[config.mk]
export PLATFORM = sky130hd
export DESIGN_NAME = cache_ctl_csr
export DESIGN_NICKNAME = d
export VERILOG_FILES = /design/src/rtl/cache_ctl_pkg.sv /design/src/rtl/csr_decode.sv /design/src/rtl/err_flag.sv /design/src/rtl/flush_walker.sv /design/src/rtl/cache_ctl_csr.sv
export SDC_FILE = /design/constraint.sdc
export NUM_CORES = 1
export LEC_CHECK = 0
export ABC_AREA = 1
export BUFFER_PORTS_ARGS = -buffer_cell sky130_fd_sc_hd__buf_2
export CAP_MARGIN = 20
export CORE_AREA = 2 2 86 88
export DETAILED_ROUTE_END_ITERATION = 6
export DIE_AREA = 0 0 88 90
export GPL_ROUTABILITY_DRIVEN = 0
export PLACE_DENSITY_LB_ADDON = 0.25
export SLEW_MARGIN = 20
export SYNTH_ARGS = -nofsm -noshare
export SYNTH_HDL_FRONTEND = slang
export SYNTH_SLANG_ARGS = --single-unit
[constraint.sdc]
create_clock -name clk -period 2.6 [get_ports clk]
set_input_delay 0.39 -clock clk [delete_from_list [all_inputs] [get_ports clk]]
set_output_delay 0.39 -clock clk [all_outputs]
set_load 0.01 [all_outputs]
[src/rtl/cache_ctl_pkg.sv]
package cache_ctl_pkg;
    localparam logic [7:0]  CSR_ASI   = 8'h6A;
    localparam logic [63:0] CSR_VA    = 64'h10;
    localparam int          FLAG_BIT  = 24;
    localparam int          ASSOC_LO  = 16;
    localparam int          ASSOC_HI  = 18;
    localparam int          FLUSH_BIT = 0;

    typedef enum logic [1:0] {
        WK_IDLE,
        WK_PROBE,
        WK_WBACK,
        WK_INVAL
    } walk_st_e;
endpackage

[src/rtl/csr_decode.sv]
module csr_decode #(
    parameter int ADDR_W = 64
) (
    input  logic              acc_valid,
    input  logic              acc_write,
    input  logic [7:0]        acc_asi,
    input  logic [ADDR_W-1:0] acc_addr,
    input  logic              acc_super,
    input  logic              wd_flag,
    input  logic              wd_flush,
    output logic              sel_rd,
    output logic              fault,
    output logic              flush_cmd,
    output logic              clr_cmd
);
    import cache_ctl_pkg::*;

    logic hit;
    logic granted;

    always_comb begin
        hit       = acc_valid && (acc_asi == CSR_ASI) && (acc_addr == ADDR_W'(CSR_VA));
        granted   = hit && acc_super;
        fault     = hit && !acc_super;
        sel_rd    = granted && !acc_write;
        flush_cmd = granted && acc_write && wd_flush;
        clr_cmd   = granted && acc_write && wd_flag;
    end
endmodule

[src/rtl/err_flag.sv]
module err_flag (
    input  logic clk,
    input  logic rst_n,
    input  logic ev_iae,
    input  logic ev_dae,
    input  logic ev_async,
    input  logic clr,
    output logic flag
);
    typedef struct packed {
        logic flag;
    } flag_s;

    flag_s st_d, st_q;

    always_comb begin
        st_d = st_q;
        if (ev_iae || ev_dae || ev_async) begin
            st_d.flag = 1'b1;
        end else if (clr) begin
            st_d.flag = 1'b0;
        end
    end

    always_ff @(posedge clk) begin
        if (!rst_n) begin
            st_q <= '0;
        end else begin
            st_q <= st_d;
        end
    end

    assign flag = st_q.flag;
endmodule

[src/rtl/flush_walker.sv]
module flush_walker #(
    parameter int NUM_SETS = 8,
    parameter int WAYS     = 4,
    localparam int SET_W   = (NUM_SETS > 1) ? $clog2(NUM_SETS) : 1,
    localparam int WAY_W   = $clog2(WAYS)
) (
    input  logic             clk,
    input  logic             rst_n,
    input  logic             start,
    input  logic             line_dirty,
    input  logic             wb_ack,
    output logic             busy,
    output logic [SET_W-1:0] walk_set,
    output logic [WAY_W-1:0] walk_way,
    output logic             wb_req,
    output logic             inv_req
);
    import cache_ctl_pkg::*;

    localparam logic [SET_W-1:0] LAST_SET = SET_W'(NUM_SETS - 1);
    localparam logic [WAY_W-1:0] LAST_WAY = WAY_W'(WAYS - 1);

    typedef struct packed {
        walk_st_e         st;
        logic [SET_W-1:0] set;
        logic [WAY_W-1:0] way;
    } walk_s;

    walk_s wk_d, wk_q;

    always_comb begin
        wk_d = wk_q;
        unique case (wk_q.st)
            WK_IDLE: begin
                if (start) begin
                    wk_d.st  = WK_PROBE;
                    wk_d.set = '0;
                    wk_d.way = '0;
                end
            end
            WK_PROBE: begin
                wk_d.st = line_dirty ? WK_WBACK : WK_INVAL;
            end
            WK_WBACK: begin
                if (wb_ack) begin
                    wk_d.st = WK_INVAL;
                end
            end
            WK_INVAL: begin
                if (wk_q.way == LAST_WAY) begin
                    wk_d.way = '0;
                    if (wk_q.set == LAST_SET) begin
                        wk_d.st  = WK_IDLE;
                        wk_d.set = '0;
                    end else begin
                        wk_d.st  = WK_PROBE;
                        wk_d.set = wk_q.set + 1'b1;
                    end
                end else begin
                    wk_d.st  = WK_PROBE;
                    wk_d.way = wk_q.way + 1'b1;
                end
            end
            default: wk_d.st = WK_IDLE;
        endcase
    end

    always_ff @(posedge clk) begin
        if (!rst_n) begin
            wk_q <= '{st: WK_IDLE, set: '0, way: '0};
        end else begin
            wk_q <= wk_d;
        end
    end

    assign busy     = (wk_q.st != WK_IDLE);
    assign wb_req   = (wk_q.st == WK_WBACK);
    assign inv_req  = (wk_q.st == WK_INVAL);
    assign walk_set = wk_q.set;
    assign walk_way = wk_q.way;
endmodule

[src/rtl/cache_ctl_csr.sv]
module cache_ctl_csr #(
    parameter int ADDR_W   = 64,
    parameter int NUM_SETS = 8,
    parameter int WAYS     = 4,
    localparam int SET_W   = (NUM_SETS > 1) ? $clog2(NUM_SETS) : 1,
    localparam int WAY_W   = $clog2(WAYS)
) (
    input  logic              clk,
    input  logic              rst_n,
    input  logic              acc_valid,
    input  logic              acc_write,
    input  logic [7:0]        acc_asi,
    input  logic [ADDR_W-1:0] acc_addr,
    input  logic              acc_super,
    input  logic [63:0]       acc_wdata,
    output logic              rd_valid,
    output logic [63:0]       rd_data,
    output logic              priv_fault,
    input  logic              err_iae,
    input  logic              err_dae,
    input  logic              err_async,
    output logic              core_stall,
    output logic [SET_W-1:0]  walk_set,
    output logic [WAY_W-1:0]  walk_way,
    input  logic              line_dirty,
    output logic              wb_req,
    input  logic              wb_ack,
    output logic              inv_req
);
    import cache_ctl_pkg::*;

    if (WAYS != 2 && WAYS != 4) begin : g_bad_ways
        $error("cache_ctl_csr: WAYS must be 2 or 4");
    end

    logic sel_rd, fault, flush_cmd, clr_cmd, flag_q;

    csr_decode #(.ADDR_W(ADDR_W)) u_dec (
        .acc_valid (acc_valid),
        .acc_write (acc_write),
        .acc_asi   (acc_asi),
        .acc_addr  (acc_addr),
        .acc_super (acc_super),
        .wd_flag   (acc_wdata[FLAG_BIT]),
        .wd_flush  (acc_wdata[FLUSH_BIT]),
        .sel_rd    (sel_rd),
        .fault     (fault),
        .flush_cmd (flush_cmd),
        .clr_cmd   (clr_cmd)
    );

    err_flag u_flag (
        .clk      (clk),
        .rst_n    (rst_n),
        .ev_iae   (err_iae),
        .ev_dae   (err_dae),
        .ev_async (err_async),
        .clr      (clr_cmd),
        .flag     (flag_q)
    );

    flush_walker #(.NUM_SETS(NUM_SETS), .WAYS(WAYS)) u_walk (
        .clk        (clk),
        .rst_n      (rst_n),
        .start      (flush_cmd),
        .line_dirty (line_dirty),
        .wb_ack     (wb_ack),
        .busy       (core_stall),
        .walk_set   (walk_set),
        .walk_way   (walk_way),
        .wb_req     (wb_req),
        .inv_req    (inv_req)
    );

    typedef struct packed {
        logic        rd_valid;
        logic [63:0] rd_data;
        logic        fault;
    } rsp_s;

    rsp_s rsp_d, rsp_q;
    logic [63:0] rd_word;

    always_comb begin
        rd_word                     = '0;
        rd_word[FLAG_BIT]           = flag_q;
        rd_word[ASSOC_HI:ASSOC_LO]  = 3'(WAYS);
        rsp_d.rd_valid = sel_rd;
        rsp_d.rd_data  = sel_rd ? rd_word : '0;
        rsp_d.fault    = fault;
    end

    always_ff @(posedge clk) begin
        if (!rst_n) begin
            rsp_q <= '0;
        end else begin
            rsp_q <= rsp_d;
        end
    end

    assign rd_valid   = rsp_q.rd_valid;
    assign rd_data    = rsp_q.rd_data;
    assign priv_fault = rsp_q.fault;
endmodule

# Word-level counts from Yosys, hierarchy flattened
# Index checks and enable logic that the tools add are counted.
classes:
  shift: 0
  mul: 0
  magnitude_cmp: 0
  mux: 12
  n_reduce_logical: 20
  bitwise: 0
  add_sub_neg: 2
  eq_ne: 10
  n_div: 0
ops:
  columns: ["operator", "n"]
  rows:
  - ["$eq 64x5->1 const B", 1]
  - ["$mux 19", 1]
  - ["$pmux 5 s2", 1]
  - ["$eq 8x7->1 const B", 1]
  - ["$logic_and 1x1->1", 8]
  - ["$pmux 2 s4", 1]
  - ["$mux 7", 1]
  - ["$eq 2x2->1 const B", 3]
  - ["$mux 2", 3]
  - ["$reduce_and 2->1", 3]
  - ["$reduce_bool 2->1", 3]
  - ["$mux 4", 1]
  - ["$ne 2x1->1 const B", 2]
  - ["$add 3x1->3 const B", 1]
  - ["$eq 3x3->1 const B", 1]
  - ["$mux 1", 3]
  - ["$mux 3", 1]
  - ["$reduce_and 3->1", 1]
  - ["$add 2x1->2 const B", 1]
  - ["$eq 2x1->1 const B", 1]
  - ["$logic_not 1->1", 2]
  - ["$logic_not 2->1", 1]
  - ["$logic_or 1x1->1", 2]
  - ["$ne 2x2->1 const B", 1]
word_totals:
  ramBits: 0
  wordCells: 52
  rom_bits: 0
  latch_bits: 0
  input_bits: 146
  n_memories: 0
  regBits: 74
  out_inout_bits: 74

# Longest topological paths before layout
# Gate-level depths: netlist (run 1).
logic_depth:
  word_depth: 8
  ltp_mapped: 11
  depth_no_buf: 10

# Modules after synthesis
# From an unflattened synthesis (run 1), not the netlist that was laid out.
unflattened:
  cells_unflattened: 232
  hier_area_um2: 1431.4
modules_own_cells:
  columns: ["module", "cells_each", "area_per_inst_um2", "instances"]
  rows:
  - ["cache_ctl_csr", 73, 561.8, 1]
  - ["flush_walker", 71, 499.2, 1]
  - ["csr_decode", 80, 322.8, 1]
  - ["err_flag", 8, 47.5, 1]

# Worst setup path after synthesis (run 1)
# Ideal clock, no wire load.
synth_path:
  kind: "input port to flip-flop"
  start: "input port acc_addr[60]"
  end: "register u_walk.wk_q, in the netlist u_walk.walk_set[1]"
  path_buffers: 1
  path_stages: 11
  arrival_time_ps: 1403
  slack_ps: 1082
  t_required_ps: 2485
  cell_sequence: "nor2_1 -> nand2_1 -> nor2_1 -> nand2_1 -> nor3_2 -> nand4_2 -> nand2_4 -> buf_12 -> nand3_1 -> nand2_1 -> nor2_1"
synth_between:
  elab_chain_len: 7
synth_lines:
  columns: ["item", "line_no", "source"]
  rows:
  - ["start: declaration", "cache_ctl_csr.sv:13", "input logic [ADDR_W-1:0] acc_addr,"]
  - ["$eq 64x5->1", "csr_decode.sv:22", "hit = acc_valid && (acc_asi == CSR_ASI) && (acc_addr == ADDR_W'(CSR_VA));"]
  - ["$logic_and 1x1->1", "csr_decode.sv:22", null]
  - ["$logic_and 1x1->1", "csr_decode.sv:23", "granted = hit && acc_super;"]
  - ["$logic_and 1x1->1 (2 in series)", "csr_decode.sv:26", "flush_cmd = granted && acc_write && wd_flush;"]
  - ["$ne 2x2->1 (no source line)", null, null]
  - ["$reduce_and 3->1 (no source line)", null, null]
  - ["end signal: assignment", "flush_walker.sv:70", "wk_q <= '{st: WK_IDLE, set: '0, way: '0};"]
  - ["end signal: assignment", "flush_walker.sv:72", "wk_q <= wk_d;"]
  - ["end: declaration", "flush_walker.sv:29", "walk_s wk_d, wk_q;"]
# Every way passes these cells.
# A chain may end at the register's enable or synchronous reset.

# Worst setup path in the final report (run 1)
layout_path:
  start: "register u_walk.wk_q[6] (netlist name)"
  end: "register u_walk.wk_q, in the netlist u_walk.walk_set[2]"
layout_between:
  elab_chain_len: 3
layout_lines:
  columns: ["item", "line_no", "source"]
  rows:
  - ["$eq 2x2->1 or $logic_not 2->1 (tied branches)", "flush_walker.sv:33", "unique case (wk_q.st)"]
  - ["$ne 2x1->1 (no source line) (tied with other cells)", null, null]
  - ["$reduce_and 3->1 (no source line)", null, null]
# Several ways; a longest one is shown, not always the timed one.

==> results.json, run 1 <==
{
  "cellLeakagePower_nw": 1.00,
  "place_area_mm2": 0.00174,
  "routed_wl_um": 3290,
  "yosys_warnings": 0,
  "hold_class": "in2reg",
  "vias": 1424,
  "crit_path_end_kind": "register",
  "antenna_found_initial": 0,
  "dieHeight_um": 90,
  "clkTransAtPathRegs_ps": 50,
  "layout-drive-gt1-share_pct": 34.5,
  "slew_violations": 0,
  "drtIter0Drc": 14,
  "hp-start": "acc_write",
  "cp_max_fo": 7,
  "setup_viol": 0,
  "min_path_cells": 2,
  "fin_area_mm2": 0.00179,
  "dpl.hpwl_um": 2890,
  "synth_edf_count": 0,
  "synth_area_leader_cell": "buf_4",
  "cts_root_buffer": "clkbuf_8",
  "min_period_over_period_pct": 62.6,
  "diodes": 0,
  "routed_via_density": 3.48,
  "maxCapViolations": 0,
  "cts_tree": "done",
  "yosys-top-cells-area": "buf_4 35%, dfxtp_1 15%, nor2_1 13%, nand2_1 9.6%, ha_1 6.9%",
  "nFillCells": 791,
  "h-tree-depth": 1,
  "grt_usage_pct": 7.41,
  "die_w_um": 88,
  "yosysSeqAreaShare_pct": 15.3,
  "r2r_end": "u_walk.walk_set[2]",
  "async_flop_share_pct": 0,
  "placement.setup.worst_slack_ps": 723,
  "numClockSinks": 11,
  "coreArea_mm2": 0.00702,
  "synthTopCellsByCount": "68 x buf_4, 49 x nor2_1, 37 x nand2_1",
  "die_area_mm2": 0.00792,
  "reg2regPathDepth": 6,
  "cts_buffers": 3,
  "port_buffers": 95,
  "ys.flop_type": "dfxtp_1",
  "met2_usage_pct": 14.4,
  "place_inst": 405,
  "crit_path_start_kind": "register",
  "wl_per_cell_um": 8.04,
  "use_met3_pct": 1.65,
  "setup_ws_ps": 971,
  "vdd_drop_max_mv": 0.195,
  "power.density_mw_per_mm2": 493,
  "area_growth_pct": 23.9,
  "whs_ps": 334,
  "worstSetupPathType": "reg2reg",
  "grt_remaining_overflow": 0,
  "clk_latency_ps": 240,
  "hold_violations": 0,
  "grt_use_met1_pct": 7.38,
  "grt_pass1_wl_um": 4690,
  "synth-seq-cells": 11,
  "max_freq_mhz": 614,
  "antenna_left": 0,
  "required_ps": 2730,
  "synth_cells": 219,
  "netlist.area_leader.share_pct": 35.4,
  "r2r_start": "u_walk.wk_q[6]",
  "grt_max_degree": 15,
  "busiest_layer": "met2",
  "fin_tns_setup_ps": 0,
  "critPathArrivalTime_ps": 1760,
  "start_util_pct": 20.5,
  "drt-pass1-iter-count": 3,
  "holdBufCountCts": 0,
  "fin_cells": 409,
  "min_to": "rd_data[18]",
  "postCtsSetupBuffers": 0,
  "ctsResizeCount": 0,
  "nNetsFinal": 465,
  "syn_avg_cell_area_um2": 6.59,
  "ios": 220,
  "finalCriticalPeriod_ps": 1630,
  "rows": 31,
  "drc_errors": 0,
  "syn_area_mm2": 0.00144,
  "status": "finished, final reports clean",
  "first_global_vias": 1168,
  "r2r_slack_ps": 970,
  "yosysMostFrequentCell": "buf_4",
  "finalClockSkew_ps": 2.20,
  "netlist-cell-type-count": 25,
  "cts_buffer_depth": 2,
  "rsz0062_at_grt": "false"
}
==> registers in the layout, summed over array words and instances, names as in the netlist <==
signal / count
rd_data: 2
u_walk.walk_way: 2
priv_fault: 1
u_walk.wk_q: 2
u_flag.flag: 1
u_walk.walk_set: 3
==> per-layer routing <==
| layer | vias to the layer above | routed length (um) | share of wire, % |
|---|---|---|---|
| met5 | - | 0 | 0 |
| met4 | 0 | 36 | 1.1 |
| met3 | 4 | 439 | 13 |
| met2 | 106 | 1510 | 46 |
| met1 | 582 | 1310 | 40 |
| li1 | 732 | - | - |
==> power by group <==
group          internal, W  switching [W]
clock network     0.000106      0.0000693
registers         0.000212      0.0000425
logic             0.000182       0.000269
==> area by class of cell <==
cell class,count,area (um^2),area share [%]
multi-input combinational,186,868,48.6
tap,99,124,6.93
inverter,14,52.6,2.94
timing repair buffer,95,475,26.6
clock buffer,3,41.3,2.31
sequential,11,220,12.3
clock inverter,1,5.00,0.280
==> per-stage QoR <==
step,utilization (%),total power [W]
after floorplan,-,0.000711
after global placement,24.8,0.000709
after detailed placement,24.8,0.000713
after CTS,25.5,0.000889
after global routing,25.5,0.000974
final,25.5,0.000881
==> cells by family (layout without fill, tap and decap cells) <==
kind of cell             count (synthesis)  after routing  synth area share [%]
adder cells (fa/ha/maj)                  8              8                  6.94
AO/OA/AOI/OAI                           10             10                  4.08
flip-flops                              11             11                  15.3
AND/OR/NAND/NOR                        106            106                  33.0
buffers and inverters                   83            113                  40.4
other                                    1             62                 0.260
==> layout by cell type (no fill, tap or decap), types with 2 or more instances in the layout <==
cell,n
nand2_1,37
nor2_1,49
conb_1,62
a21oi_1,7
a21oi_2,2
dfxtp_1,11
buf_2,95
nand3_1,6
clkbuf_8,3
inv_1,13
nand4_1,3
ha_1,8
==> critical path, stage by stage, from the launching register on <==
cell     delay, ps
dfxtp_1        380
ha_1           350
inv_1          130
a21oi_1        390
nand3_1        140
nand2_1         80
nor2_1          40
==> how the worst max path moves through the flow <==
stage | startpoint | end | cells after the start
floorplan | acc_addr[60] | u_walk.walk_set[1] | 11
global placement | acc_addr[52] | u_walk.walk_set[1] | 11
detailed placement | acc_addr[52] | u_walk.walk_set[2] | 11
CTS | acc_addr[52] | u_walk.walk_set[2] | 11
global route | u_walk.wk_q[6] | u_walk.walk_set[0] | 6
finish | u_walk.wk_q[6] | u_walk.walk_set[2] | 6
No activity file was read; power rests on OpenSTA's default activity.
==> run 2, diff against run 1 <==
clock period = 1.7 ns   (was 2.6 ns; I/O delays follow)
==> results.json, run 2 (synthesized netlist as in run 1, its figures left out) <==
{
  "final_cell_mix": "95 x buf_2, 62 x conb_1, 49 x nor2_1",
  "min_path_cells": 2,
  "place_area_mm2": 0.00177,
  "path_cells": "inv_1 -> ha_1 -> inv_1 -> buf_2",
  "antenna_found_initial": 0,
  "largest_reg_flops": 3,
  "required_ps": 1440,
  "cts_buffer_depth": 2,
  "rsz0062_at_grt": "false",
  "finalClockSkew_ps": 4.50,
  "critPathArrivalTime_ps": 1200,
  "ctsResizeCount": 0,
  "routed_wl_um": 3380,
  "ios": 220,
  "dieHeight_um": 90,
  "grt_pass1_wl_um": 4930,
  "die_area_mm2": 0.00792,
  "clkTransAtPathRegs_ps": 60,
  "final_common_cell": "buf_2",
  "drc_errors": 0,
  "cp_max_fo": 4,
  "drt-pass1-iter-count": 4,
  "grt_remaining_overflow": 0,
  "rows": 31,
  "vdd_drop_max_mv": 0.241,
  "postCtsSetupBuffers": 0,
  "coreArea_mm2": 0.00702,
  "antenna_left": 0,
  "regArea_um2": 220,
  "grt_max_degree": 15,
  "p_sw_w": 0.000593,
  "fin_area_mm2": 0.00182,
  "power.density_mw_per_mm2": 758,
  "reg2regPathDepth": 7,
  "slowest_stage": "dfxtp_1",
  "place_inst": 409,
  "r2r_end": "u_walk.walk_set[1]",
  "setup_viol": 0,
  "nNetsFinal": 469,
  "drtIter0Drc": 13,
  "worstSetupPathType": "reg2out",
  "fin_cells": 413,
  "crit_path_start_kind": "register",
  "critPathMaxStageDelay_ps": 370,
  "intPower_w": 0.000784,
  "multi_input_area_um2": 868,
  "die_w_um": 88,
  "diodes": 0,
  "min_to": "priv_fault",
  "max_freq_mhz": 689,
  "hold_violations": 0,
  "clkPwrFrac_pct": 19.6,
  "fin_tns_setup_ps": 0,
  "cts_tree": "done",
  "cp_common_cell": "inv_1",
  "r2r_start": "u_walk.wk_q[5]",
  "h-tree-depth": 1,
  "switching_share_pct": 43.1,
  "vias": 1436,
  "nFillCells": 786,
  "clk_latency_ps": 240,
  "min_period_over_period_pct": 85.4,
  "layout-drive-gt1-share_pct": 35.4,
  "routed_via_density": 3.48,
  "crit_path_end_kind": "output pin",
  "port_buffers": 95,
  "cts_buffers": 3,
  "setup_ws_ps": 249,
  "numClockSinks": 11,
  "status": "finished, final reports clean",
  "start_util_pct": 20.5,
  "finalCriticalPeriod_ps": 1450,
  "cts_root_buffer": "clkbuf_8",
  "wl_per_cell_um": 8.18,
  "maxCapViolations": 0,
  "pwr-share-seq_pct": 28.5,
  "cellLeakagePower_nw": 1.02,
  "r2r_slack_ps": 350,
  "pwr-share-comb_pct": 51.9,
  "holdBufCountCts": 0,
  "hold_class": "in2reg",
  "dpl.hpwl_um": 3000,
  "area_growth_pct": 25.9,
  "hp-start": "acc_super",
  "grt_usage_pct": 7.75,
  "first_global_vias": 1220,
  "slew_violations": 0,
  "placement.setup.worst_slack_ps": -25.0
}
## run 2: changes by cell type in the layout (fill, tap and decap cells not counted), sizes merged
cell,change
buf,+4
## run 2: cell type report
class | instances | area share, %
timing repair buffer | 99 | 27.8
clock inverter | 1 | 0.275
inverter | 14 | 2.89
multi-input combinational | 186 | 47.8
sequential | 11 | 12.1
clock buffer | 3 | 2.27
tap | 99 | 6.82
## run 2: how the worst max path moves through the flow
stage	start	end	depth (start not counted)
2_1_floorplan	u_walk.wk_q[5]	u_walk.walk_set[0]	6
3_3_place_gp	acc_addr[52]	u_walk.wk_q[5]	11
3_5_place_dp	acc_addr[60]	u_walk.wk_q[6]	11
4_1_cts	u_walk.wk_q[5]	core_stall	4
5_1_grt	acc_addr[60]	u_walk.walk_set[0]	11
6_report	u_walk.wk_q[5]	core_stall	4
## run 2: worst max-delay path, delay by kind of cell (launching register included)
family | cells | cell delay [ps]
buffers and inverters | 3 | 350
adders and majority gates | 1 | 240
DFF | 1 | 370
## run 2: routing by layer
metal  GRT usage, %  vias to the layer above  wire, um
li1               -                      739         -
met1           8.16                      577      1310
met2           14.3                      116      1550
met3           1.38                        4       469
met4           3.72                        0        53
met5              0                        -         0
## run 2: per-stage QoR
| step | total power, W | util [%] | hold slack, ps |
|---|---|---|---|
| after detailed placement | 0.00112 | 25.2 | 446 |
| final | 0.00138 | 25.9 | 192 |
| after global routing | 0.00152 | 25.9 | 194 |
| after global placement | 0.00110 | 25.2 | 451 |
| after CTS | 0.00140 | 25.9 | 190 |
| after floorplan | 0.00109 | - | 327 |
## run 2: power by group through the flow
stage | Sequential (W) | Clock, W | Combinational, W
finish | 0.000392 | 0.000269 | 0.000715
global route | 0.000404 | 0.000293 | 0.000821
CTS | 0.000392 | 0.000280 | 0.000723
detailed placement | 0.000399 | 0 | 0.000718
global placement | 0.000394 | 0 | 0.000711
floorplan | 0.000377 | 0 | 0.000711
==> run 3, diff against run 2 <==
ABC_AREA = default   (was 1)
CORE_AREA = 2 2 85 87   (was 2 2 86 88)
DIE_AREA = 0 0 87 89   (was 0 0 88 90)
==> results.json, run 3 <==
{
  "async_flop_share_pct": 0,
  "die_w_um": 87,
  "synth_area_leader_cell": "buf_4",
  "grt_usage_pct": 10.1,
  "cellLeakagePower_nw": 1.06,
  "wl_per_cell_um": 11.4,
  "dieHeight_um": 89,
  "crit_path_start_kind": "register",
  "crit_path_end_kind": "register",
  "whs_ps": 222,
  "first_global_vias": 1300,
  "grt_max_degree": 9,
  "critPathArrivalTime_ps": 1710,
  "hold_class": "in2reg",
  "dpl.hpwl_um": 3680,
  "layout-drive-gt1-share_pct": 47.2,
  "reg2regPathDepth": 7,
  "h-tree-depth": 1,
  "final_cell_mix": "94 x buf_2, 62 x conb_1, 14 x buf_4",
  "port_buffers": 95,
  "finalCriticalPeriod_ps": 1590,
  "largest_reg_flops": 3,
  "r2r_end": "u_walk.walk_set[2]",
  "ios": 220,
  "synth_edf_count": 0,
  "drt-pass1-iter-count": 4,
  "multi_input_area_mm2": 0.00106,
  "status": "finished, final reports clean",
  "r2r_start": "u_walk.wk_q[6]",
  "max_freq_mhz": 630,
  "worstSetupPathType": "reg2reg",
  "regArea_um2": 223,
  "yosysMostFrequentCell": "buf_4",
  "start_util_pct": 22.8,
  "r2r_slack_ps": 110,
  "cts_root_buffer": "clkbuf_8",
  "die_area_mm2": 0.00774,
  "finalClockSkew_ps": 5.14,
  "cp_max_fo": 6,
  "fin_area_mm2": 0.00204,
  "hp-start": "acc_super",
  "cts_tree": "done",
  "yosys-top-cells-area": "buf_4 34%, dfxtp_1 14%, ha_1 6.5%, nor4_1 5.7%, nor4_4 4.2%",
  "rsz0062_at_grt": "false",
  "min_path_cells": 2,
  "slew_violations": 0,
  "yosysSeqAreaShare_pct": 14.4,
  "maxCapViolations": 0,
  "area_growth_pct": 33.2,
  "synth-seq-cells": 11,
  "numClockSinks": 11,
  "place_area_mm2": 0.00192,
  "placement.setup.worst_slack_ps": -184,
  "hold_violations": 0,
  "min_period_over_period_pct": 93.3,
  "cts_buffer_depth": 2,
  "syn_avg_cell_area_um2": 8.28,
  "fin_tns_setup_ps": 0,
  "min_to": "priv_fault",
  "coreArea_mm2": 0.00672,
  "power.density_mw_per_mm2": 518,
  "yosys_warnings": 0,
  "netlist-cell-type-count": 37,
  "routed_via_density": 4.02,
  "synthTopCellsByCount": "69 x buf_4, 14 x nor4_1, 11 x dfxtp_1, 11 x nand2_1, 8 x ha_1",
  "clk_latency_ps": 240,
  "vdd_drop_max_mv": 0.188,
  "final_common_cell": "buf_2",
  "synth_cells": 185,
  "setup_viol": 0,
  "ys.flop_type": "dfxtp_1",
  "vias": 1486,
  "nNetsFinal": 445,
  "antenna_found_initial": 0,
  "clkTransAtPathRegs_ps": 60,
  "required_ps": 1820,
  "setup_ws_ps": 114,
  "drc_errors": 0,
  "routed_wl_um": 4230,
  "diodes": 0,
  "grt_pass1_wl_um": 6240,
  "netlist.area_leader.share_pct": 33.8,
  "nFillCells": 731,
  "cts_buffers": 3,
  "syn_area_mm2": 0.00153,
  "antenna_left": 0,
  "rows": 30,
  "grt_remaining_overflow": 0,
  "drtIter0Drc": 43
}
## run 3: layout make-up
type / instances / area share, %
flip-flops and latches: 11 / 10.9
well taps: 80 / 4.91
multi-input cells: 159 / 51.9
inverters: 7 / 1.29
clock buffers: 4 / 2.21
repair buffers: 109 / 28.8
## run 3: worst max-delay path by stage
stage | start | end | slack, ps | cells past startpoint
after global routing | u_walk.wk_q[6] | u_walk.wk_q[5] | 5 | 7
after floorplan | acc_addr[42] | u_walk.wk_q[6] | 50 | 5
final | u_walk.wk_q[6] | u_walk.walk_set[2] | 110 | 7
after detailed placement | acc_addr[42] | u_walk.wk_q[6] | -180 | 6
after CTS | u_walk.wk_q[5] | u_walk.walk_set[2] | 6 | 7
after global placement | acc_addr[58] | u_walk.wk_q[6] | -210 | 6
## run 3: per-layer routing
metal	track usage (%)	wire length (um)	vias up
met5	0	0	-
met4	2.41	33	0
met3	1.48	281	2
met2	17.9	2120	78
met1	13.0	1800	660
li1	-	-	746
## run 3: logic make-up after synthesis
family,synth area share (%)
buf+inv,35.5
compound gates,9.15
mux,0.654
simple gates,33.5
other cells,0.245
fa+ha+maj,6.54
flops,14.4
## run 3: critical path, stage by stage, from the launching register on
cell	delay, ps
dfxtp_1	330
buf_4	120
ha_1	290
nor2b_1	200
nor2_1	90
nand2_1	80
a21oi_2	30
a311o_1	310
## run 3: through the flow
step | instances | power [W] | util (%)
finish | 370 | 0.00106 | 30.4
global route | 370 | 0.00114 | 30.4
CTS | 370 | 0.00103 | 29.4
detailed placement | 366 | 0.000737 | 28.6
global placement | 366 | 0.000733 | 28.6
floorplan | 246 | 0.000630 | -
## run 3: report_power, final
group	leakage, nW	switching [W]	internal, W	total [W]
registers	0.0900	0.0000180	0.000277	0.000295
logic	0.952	0.000270	0.000221	0.000491
clock network	0.0228	0.000106	0.000165	0.000271
total	1.06	0.000393	0.000663	0.00106
## run 3: repair_timing
item                                    4_1_cts  5_1_grt
pin swaps                                     0        4
hold buffers                                  0        0
endpoints found under the setup margin        1        8
gates resized for setup                       2       11
setup buffers                                 0        0
